<file path="config.mk">
export PLATFORM = sky130hd
export DESIGN_NAME = irq_entry_seq
export DESIGN_NICKNAME = d
export VERILOG_FILES = /design/src/rtl/irq_entry_pkg.sv /design/src/rtl/irq_entry_ctrl.sv /design/src/rtl/irq_entry_snap.sv /design/src/rtl/irq_entry_addr.sv /design/src/rtl/irq_entry_seq.sv
export SDC_FILE = /design/constraint.sdc
export NUM_CORES = 1
export LEC_CHECK = 0
export ABC_CLOCK_PERIOD_IN_PS = 2050
export BUFFER_PORTS_ARGS = -buffer_cell sky130_fd_sc_hd__buf_2
export CORE_MARGIN = 5
export CORE_UTILIZATION = 42
export CTS_CLUSTER_SIZE = 8
export DETAILED_ROUTE_END_ITERATION = 12
export GPL_TIMING_DRIVEN = 0
export PLACE_DENSITY = 0.81
export SETUP_SLACK_MARGIN = 0.1
export SYNTH_ARGS = -nofsm -noshare
export SYNTH_HDL_FRONTEND = slang
export SYNTH_SLANG_ARGS = --single-unit
</file>
<file path="constraint.sdc">
create_clock -name clk -period 2.05 [get_ports clk]
set_clock_uncertainty 0.15 [all_clocks]
set_input_delay 0.41 -clock clk [delete_from_list [all_inputs] [get_ports clk]]
set_output_delay 0.41 -clock clk [all_outputs]
set_load 0.01 [all_outputs]
</file>
<file path="src/rtl/irq_entry_pkg.sv">
package irq_entry_pkg;

    parameter int unsigned ADDR_W      = 16;
    parameter int unsigned DATA_W      = 16;
    parameter int unsigned NUM_W       = 3;
    parameter int unsigned WORD_BYTES  = 2;
    localparam int unsigned NUM_VECTORS = 1 << NUM_W;

    typedef logic [ADDR_W-1:0] addr_t;
    typedef logic [DATA_W-1:0] word_t;
    typedef logic [NUM_W-1:0]  vnum_t;

    typedef enum logic [2:0] {
        ST_IDLE,
        ST_MASK,
        ST_PUSH_PC,
        ST_PUSH_PSW,
        ST_VECTOR,
        ST_DONE
    } entry_state_e;

    // Register values frozen when a request is accepted
    typedef struct packed {
        addr_t pc;
        word_t psw;
        addr_t sp;
        vnum_t num;
    } snapshot_t;

    typedef struct packed {
        logic  req;
        logic  we;
        addr_t addr;
        word_t wdata;
    } mem_op_t;

    // Downward-growing stack: next free slot one word below the pointer
    function automatic addr_t push_slot(addr_t sp);
        return sp - addr_t'(WORD_BYTES);
    endfunction

    function automatic addr_t vector_slot(addr_t base, vnum_t num);
        return base + addr_t'(num) * addr_t'(WORD_BYTES);
    endfunction

    function automatic word_t pc_as_word(addr_t pc);
        return word_t'(pc);
    endfunction

    function automatic logic is_mem_state(entry_state_e s);
        return (s == ST_PUSH_PC) || (s == ST_PUSH_PSW) || (s == ST_VECTOR);
    endfunction

endpackage

</file>
<file path="src/rtl/irq_entry_ctrl.sv">
module irq_entry_ctrl
    import irq_entry_pkg::*;
(
    input  logic         clk,
    input  logic         rst,
    input  logic         req_ok_i,
    input  logic         mem_ready_i,
    output entry_state_e state_o,
    output logic         accept_o
);

    entry_state_e state_q;
    entry_state_e state_d;

    always_comb begin
        state_d = state_q;
        unique case (state_q)
            ST_IDLE:     if (req_ok_i)    state_d = ST_MASK;
            ST_MASK:                      state_d = ST_PUSH_PC;
            ST_PUSH_PC:  if (mem_ready_i) state_d = ST_PUSH_PSW;
            ST_PUSH_PSW: if (mem_ready_i) state_d = ST_VECTOR;
            ST_VECTOR:   if (mem_ready_i) state_d = ST_DONE;
            ST_DONE:                      state_d = ST_IDLE;
            default:                      state_d = ST_IDLE;
        endcase
    end

    always_ff @(posedge clk) begin
        if (rst) state_q <= ST_IDLE;
        else     state_q <= state_d;
    end

    assign state_o  = state_q;
    assign accept_o = (state_q == ST_IDLE) && req_ok_i;

    // a memory step never advances without ready
    a_r7_stall_holds_state: assert property (@(posedge clk) disable iff (rst)
        (is_mem_state(state_q) && !mem_ready_i) |=> $stable(state_q));

    // once started, the routine only returns to idle through done
    a_r9_no_early_idle: assert property (@(posedge clk) disable iff (rst)
        (state_q != ST_IDLE && state_q != ST_DONE) |=> (state_q != ST_IDLE));

endmodule

</file>
<file path="src/rtl/irq_entry_snap.sv">
module irq_entry_snap
    import irq_entry_pkg::*;
(
    input  logic      clk,
    input  logic      rst,
    input  logic      accept_i,
    input  logic      push_done_i,
    input  addr_t     pc_i,
    input  word_t     psw_i,
    input  addr_t     sp_i,
    input  vnum_t     num_i,
    output snapshot_t snap_o
);

    snapshot_t snap_q;

    always_ff @(posedge clk) begin
        if (rst) begin
            snap_q <= '0;
        end else if (accept_i) begin
            snap_q.pc  <= pc_i;
            snap_q.psw <= psw_i;
            snap_q.sp  <= sp_i;
            snap_q.num <= num_i;
        end else if (push_done_i) begin
            snap_q.sp <= push_slot(snap_q.sp);
        end
    end

    assign snap_o = snap_q;

    // the captured number is frozen except at acceptance
    a_r9_num_frozen: assert property (@(posedge clk) disable iff (rst)
        !accept_i |=> $stable(snap_q.num));

endmodule

</file>
<file path="src/rtl/irq_entry_addr.sv">
module irq_entry_addr
    import irq_entry_pkg::*;
#(
    parameter addr_t VEC_BASE = addr_t'(16'h0100)
)(
    input  entry_state_e state_i,
    input  snapshot_t    snap_i,
    output mem_op_t      op_o,
    output addr_t        sp_next_o
);

    always_comb begin
        op_o = '0;
        unique case (state_i)
            ST_PUSH_PC: begin
                op_o.req   = 1'b1;
                op_o.we    = 1'b1;
                op_o.addr  = push_slot(snap_i.sp);
                op_o.wdata = pc_as_word(snap_i.pc);
            end
            ST_PUSH_PSW: begin
                op_o.req   = 1'b1;
                op_o.we    = 1'b1;
                op_o.addr  = push_slot(snap_i.sp);
                op_o.wdata = snap_i.psw;
            end
            ST_VECTOR: begin
                op_o.req   = 1'b1;
                op_o.we    = 1'b0;
                op_o.addr  = vector_slot(VEC_BASE, snap_i.num);
            end
            default: op_o = '0;
        endcase
    end

    assign sp_next_o = push_slot(snap_i.sp);

endmodule

</file>
<file path="src/rtl/irq_entry_seq.sv">
module irq_entry_seq
    import irq_entry_pkg::*;
#(
    parameter addr_t VEC_BASE = addr_t'(16'h0100)
)(
    input  logic              clk,
    input  logic              rst,
    input  logic              irq_req_i,
    input  logic [NUM_W-1:0]  irq_num_i,
    input  logic              int_en_i,
    input  logic              insn_boundary_i,
    input  logic [ADDR_W-1:0] pc_i,
    input  logic [DATA_W-1:0] psw_i,
    input  logic [ADDR_W-1:0] sp_i,
    output logic              ie_clr_o,
    output logic              pc_wr_o,
    output logic [ADDR_W-1:0] pc_wdata_o,
    output logic              sp_wr_o,
    output logic [ADDR_W-1:0] sp_wdata_o,
    output logic              mem_req_o,
    output logic              mem_we_o,
    output logic [ADDR_W-1:0] mem_addr_o,
    output logic [DATA_W-1:0] mem_wdata_o,
    input  logic [DATA_W-1:0] mem_rdata_i,
    input  logic              mem_ready_i,
    output logic              busy_o,
    output logic              entry_done_o
);

    entry_state_e state;
    logic         accept;
    logic         req_ok;
    logic         push_done;
    snapshot_t    snap;
    mem_op_t      op;
    addr_t        sp_next;

    assign req_ok = irq_req_i && int_en_i && insn_boundary_i;

    irq_entry_ctrl u_ctrl (
        .clk         (clk),
        .rst         (rst),
        .req_ok_i    (req_ok),
        .mem_ready_i (mem_ready_i),
        .state_o     (state),
        .accept_o    (accept)
    );

    irq_entry_snap u_snap (
        .clk         (clk),
        .rst         (rst),
        .accept_i    (accept),
        .push_done_i (push_done),
        .pc_i        (pc_i),
        .psw_i       (psw_i),
        .sp_i        (sp_i),
        .num_i       (irq_num_i),
        .snap_o      (snap)
    );

    irq_entry_addr #(.VEC_BASE(VEC_BASE)) u_addr (
        .state_i   (state),
        .snap_i    (snap),
        .op_o      (op),
        .sp_next_o (sp_next)
    );

    assign push_done    = ((state == ST_PUSH_PC) || (state == ST_PUSH_PSW)) && mem_ready_i;

    assign ie_clr_o     = (state == ST_MASK);
    assign busy_o       = (state != ST_IDLE);
    assign entry_done_o = (state == ST_DONE);

    assign mem_req_o    = op.req;
    assign mem_we_o     = op.we;
    assign mem_addr_o   = op.addr;
    assign mem_wdata_o  = op.wdata;

    assign sp_wr_o      = push_done;
    assign sp_wdata_o   = sp_next;
    assign pc_wr_o      = (state == ST_VECTOR) && mem_ready_i;
    assign pc_wdata_o   = mem_rdata_i[ADDR_W-1:0];

    // the routine begins only after a qualified request
    a_r1_accept_gated: assert property (@(posedge clk) disable iff (rst)
        $rose(busy_o) |-> $past(irq_req_i && int_en_i && insn_boundary_i));

    // masking is the first visible action
    a_r2_mask_first: assert property (@(posedge clk) disable iff (rst)
        $rose(busy_o) |-> (ie_clr_o && !mem_req_o));

    // mask, memory access and done never overlap
    a_r2_single_action: assert property (@(posedge clk) disable iff (rst)
        $onehot0({ie_clr_o, mem_req_o, entry_done_o}));

    // the stack pointer update names the slot just written
    a_r4_sp_matches_push: assert property (@(posedge clk) disable iff (rst)
        sp_wr_o |-> (mem_req_o && mem_we_o && mem_ready_i && sp_wdata_o == mem_addr_o));

    // the program counter is loaded only from a completing read
    a_r6_pc_from_read: assert property (@(posedge clk) disable iff (rst)
        pc_wr_o |-> (mem_req_o && !mem_we_o && mem_ready_i));

    // a waiting access keeps its request steady
    a_r7_hold_request: assert property (@(posedge clk) disable iff (rst)
        (mem_req_o && !mem_ready_i) |=>
            (mem_req_o && $stable(mem_addr_o) && $stable(mem_we_o) && $stable(mem_wdata_o)));

    // done lasts one cycle and ends the busy window
    a_r8_done_single: assert property (@(posedge clk) disable iff (rst)
        entry_done_o |=> (!entry_done_o && !busy_o));

    // busy cannot drop before done
    a_r9_busy_until_done: assert property (@(posedge clk) disable iff (rst)
        (busy_o && !entry_done_o) |=> busy_o);

endmodule

</file>
* Word level (Yosys, flattened, before mapping) *
Cells that the tools add are included.

storage, ports and cells
  flip-flop bits (word level) = 54
  output and inout port bits = 71
  input port bits = 73

cells by class
  reductions and logical operators = 11
  equality and inequality tests = 9
  add/subtract/negate cells = 2
  muxes and demuxes = 9

operators with widths
  cell                                                                     count
  18-bit case mux with 2 select lines                                      1
  16-bit two-way mux                                                       2
  16-bit case mux with 2 select lines                                      1
  16-bit by 2-bit subtractor with 16-bit output, second input constant     1
  3-bit case mux with 5 select lines                                       1
  3-bit two-way mux                                                        4
  9-bit by 4-bit adder with 10-bit output, first input constant            1
  3-bit by 2-bit == test with 1-bit output, second input constant          2
  3-bit == test, second input constant                                     2
  2-bit inequality test, second input constant                             3
  1-bit logical AND                                                        5
  4-bit AND reduction                                                      1
  3-bit by 1-bit == test with 1-bit output, second input constant          1
  3-bit zero test                                                          1
  3-bit nonzero test                                                       1
  2-bit by 1-bit inequality test with 1-bit output, second input constant  1
  2-bit nonzero test                                                       1
  2-bit OR reduction                                                       1
  1-bit logical OR                                                         1

* Longest topological paths before layout *
  depth in word-level cells = 5
  depth in mapped cells = 8

* Hierarchy *
A second synthesis with hierarchy kept.

second synthesis, totals
  cells, all modules = 371
  area, all modules = 3145.5 um2

modules (own cells, without submodules)
  module          times used  cells an instance  area an instance (um2)
  irq_entry_snap  1           217                2078.2
  irq_entry_addr  1           118                759.5
  irq_entry_seq   1           22                 170.2
  irq_entry_ctrl  1           14                 137.6

* Least setup slack after synthesis *
No wires, ideal clock.

  path type = reg-to-output
  start point = register u_snap.snap_q (netlist bit u_snap.snap_o[4])
  end point = output port mem_addr_o[13]
  data required time = 1.490 ns
  cell stages (with the launch flop) = 8
  setup slack = -0.435 ns
  path buffers = 1
  arrival time = 1.925 ns
  cells stage by stage = dfxtp_1 > inv_1 > ha_1 > or4b_1 > buf_2 > nor4_2 > xor2_1 > and2_1

between the ends
  word-level cells in the longest chain between the ends = 2

RTL lines
  element                                        RTL line              RTL
  from (decl)                                    irq_entry_snap.sv:15  snapshot_t snap_q;
  16-bit by 2-bit subtractor with 16-bit output  --
  net sp_wdata_o[13]                             irq_entry_seq.sv:19   output logic [ADDR_W-1:0] sp_wdata_o,
  18-bit case mux with 2 select lines            irq_entry_addr.sv:14  unique case (state_i)
  to (decl)                                      irq_entry_seq.sv:22   output logic [ADDR_W-1:0] mem_addr_o,

The timed path passes the listed nets, and every way through them passes these cells.

* Worst setup path in the final report *
  start point = register u_snap.snap_q (netlist bit u_snap.snap_o[4])
  end point = output port mem_addr_o[13]

between the ends
  word-level cells in the longest chain between the ends = 2

RTL lines
  element                                        RTL line              RTL
  16-bit by 2-bit subtractor with 16-bit output  irq_entry_pkg.sv:39   return sp - addr_t'(WORD_BYTES);
  18-bit case mux with 2 select lines            irq_entry_addr.sv:14

No other way between the ends.

==> impl_metrics.json <==
{
  "min_path_type": "primary input to flop",
  "die_w_um": 94.3,
  "wl_per_cell_um": 17.9,
  "cts_tree": "done",
  "die_h_um": 94.3,
  "timing.rr.end": "u_snap.snap_o[16]$_SDFFE_PP0P_",
  "dp_hpwl_um": 7120,
  "ys.flop_type": "dfxtp_1",
  "io_buffers": 126,
  "holdPathEnd": "u_snap.snap_o[23]$_SDFFE_PP0P_",
  "antenna_found_initial": 0,
  "maxCapViolations": 0,
  "finalWirelength_um": 12300,
  "grt_overflow_total": 0,
  "firstDrtPassIters": 7,
  "first_global_vias": 3441,
  "ys_types": 52,
  "min-delay-start": "psw_i[4]",
  "grt_max_degree": 17,
  "grt_pass1_wl_um": 16300,
  "setup_slack_ns": -0.542,
  "ctsHoldBuffers": 0,
  "power_mw": 3.29,
  "cts_root_buf": "clkbuf_8",
  "synth_common_cells": "nand2_1 (86), dfxtp_1 (54), a21oi_1 (49)",
  "seq_area_frac_synth": 0.362,
  "cts_buffers": 5,
  "cts_max_level": 2,
  "synth_top_area_frac": 0.362,
  "drtIter0Drc": 202,
  "synthAdderAreaFrac": 0.00419,
  "syn-cell-area_um2": 2990,
  "synthCells": 396,
  "synthToLayoutAreaGrowth_pct": 74.0,
  "place_ws_ns": -0.334,
  "dieArea_um2": 8900,
  "cpMostUsedCell": "buf_6",
  "rsz0062_at_grt": "yes",
  "powerDensity_nw_per_um2": 632,
  "arrival_ns": 2.03,
  "coreArea_um2": 6870,
  "num_io_pins": 144,
  "cp-start-kind": "flop",
  "slew_violations": 0,
  "antenna_left": 0,
  "drc": 0,
  "vias": 3760,
  "end_kind": "output port",
  "yosys.area.top_type": "dfxtp_1",
  "synth_nets": 470,
  "rr_worst_depth": 11,
  "start_util": 0.435,
  "clk_path_buf_depth": 2,
  "hold_depth": 3,
  "yosys_warnings": 0,
  "critPathMaxFanout": 5,
  "ys_async_sr_fraction": 0,
  "fmax_ghz": 0.386,
  "clk_transition_reported_paths_ns": 0.10,
  "max_stage_delay_ns": 0.45,
  "violations": "setup timing",
  "status": "finished, violations left",
  "slowest_stage": "or4b_4",
  "synthTopCellsByArea": "dfxtp_1 (36%), nand2_1 (11%), a21oi_1 (8.2%)",
  "worstReg2RegStart": "u_snap.snap_o[4]$_SDFFE_PP0P_",
  "final_min_period_over_clock_period": 1.26,
  "core.rowCount": 30,
  "critPathKind": "flop to output port",
  "synth-simple-area-share": 0.282,
  "cts_sinks": 54,
  "power_leakage_nw": 2.20,
  "finalNetCount": 663,
  "num_antenna_cells": 0,
  "grtUsageTotal": 0.231,
  "tightest_slew_ns": 0.644,
  "synth_top_family_by_area": "simple AND/OR/NAND/NOR gates",
  "slew-limit-headroom": 0.570,
  "layout-drive-gt1-share": 0.534,
  "ir_worst_vdd_uv": 402,
  "synth_compound_area_frac": 0.165,
  "ff2ff_setup_slack_ns": -0.22,
  "gp_congestion": 0.853,
  "nFillCells": 479,
  "synth_area_per_cell_um2": 7.54,
  "synthMuxAreaShare": 0.0536,
  "synth_edf_count": 0,
  "clk_latency_ns": 0.31,
  "min_period_ns": 2.59,
  "viasPerCell": 5.48,
  "synth_xor_area_frac": 0.0323,
  "setup_viol": 28,
  "hold_violations": 0,
  "ys_seq_elements": 54,
  "crit_required_ns": 1.49,
  "fin_util": 0.757,
  "synth.most_common_cell": "nand2_1",
  "cp_cell_sequence": "inv_4 -> ha_4 -> or4b_4 -> buf_6 -> nor4_4 -> xor2_1 -> and2_4 -> buf_6"
}
==> cell families after synthesis <==
group	Yosys count
xor gates and xnor gates	11
buffers and inverters	58
DFF	54
muxes	16
AOI/OAI and AO/OA	84
and+or+nand+nor	172
adders and majority gates	1
==> stage by stage <==
stage	cell area (um^2)	hold WS, ns	setup TNS [ns]	instances
3_3_place_gp	3810	0.292	-4.50	618
2_1_floorplan	3060	0.286	-1.16	396
3_5_place_dp	3810	0.297	-6.79	618
5_1_grt	5200	0.174	-12.73	686
6_report	5200	0.175	-10.16	686
4_1_cts	4390	0.171	-9.34	647
==> sequential cells by signal (all words and copies together) (netlist names) <==
register        count
u_ctrl.state_o      3
u_snap.snap_o      51
==> report_power, final <==
part           internal, mW  switching, mW  leakage (nW)
Clock                 0.365          0.369        0.0514
Sequential             1.09         0.0589         0.444
Combinational         0.749          0.651          1.71
==> layout make-up <==
type | instances | area, um^2 | share of cell area
multi-input cells | 284 | 2080 | 0.400
repair buffers | 186 | 1330 | 0.256
flip-flops and latches | 54 | 1100 | 0.212
plain buffers | 47 | 407 | 0.0782
well taps | 96 | 120 | 0.0231
clock buffers | 6 | 72.6 | 0.0140
inverters | 11 | 51.3 | 0.00987
clock inverters | 2 | 37.5 | 0.00722
==> layer usage <==
layer	wire (um)	up-vias	track usage
met5	0	-	0
met4	521	0	0.0890
met3	1180	52	0.0457
met2	6320	240	0.424
met1	4290	1746	0.263
li1	-	1722	-
==> critical path, delay by kind of cell (launching register included) <==
kind | cells | cell delay, ns
and+or+nand+nor | 3 | 0.74
DFF | 1 | 0.35
buffers and inverters | 3 | 0.30
xor gates and xnor gates | 1 | 0.19
adders and majority gates | 1 | 0.12
==> how the worst max path moves through the flow <==
stage | startpoint | endpoint | depth (start not counted)
floorplan | u_snap.snap_o[4]$_SDFFE_PP0P_ | mem_addr_o[13] | 7
global placement | u_snap.snap_o[4]$_SDFFE_PP0P_ | mem_addr_o[9] | 8
detailed placement | u_snap.snap_o[4]$_SDFFE_PP0P_ | mem_addr_o[15] | 7
CTS | u_snap.snap_o[5]$_SDFFE_PP0P_ | mem_addr_o[13] | 8
global route | u_snap.snap_o[4]$_SDFFE_PP0P_ | mem_addr_o[13] | 8
finish | u_snap.snap_o[4]$_SDFFE_PP0P_ | mem_addr_o[13] | 8
==> what timing repair did <==
item	in CTS	in global routing
setup buffers	19	36
resized for setup	75	117
setup endpoints to repair	101	92
pin swaps	17	45
cloned	2	3
==> placed cells by master (no fill, tap or decap), types with 5 or more instances in the layout <==
cell,synthesis,final
buf_2,3,106
nand2_1,86,81
buf_4,17,58
a21oi_1,49,48
dfxtp_1,54,43
buf_6,2,40
nor2_1,33,17
clkbuf_1,23,11
nor2_4,0,10
mux2i_4,0,9
dfxtp_2,0,8
nor2_2,0,6
inv_1,10,6
nand3_1,9,6
and2_1,10,6
o21ai_0,10,6
clkbuf_2,0,5
a31oi_1,6,5
clkbuf_8,0,5
(Power assumes the default switching activity.)
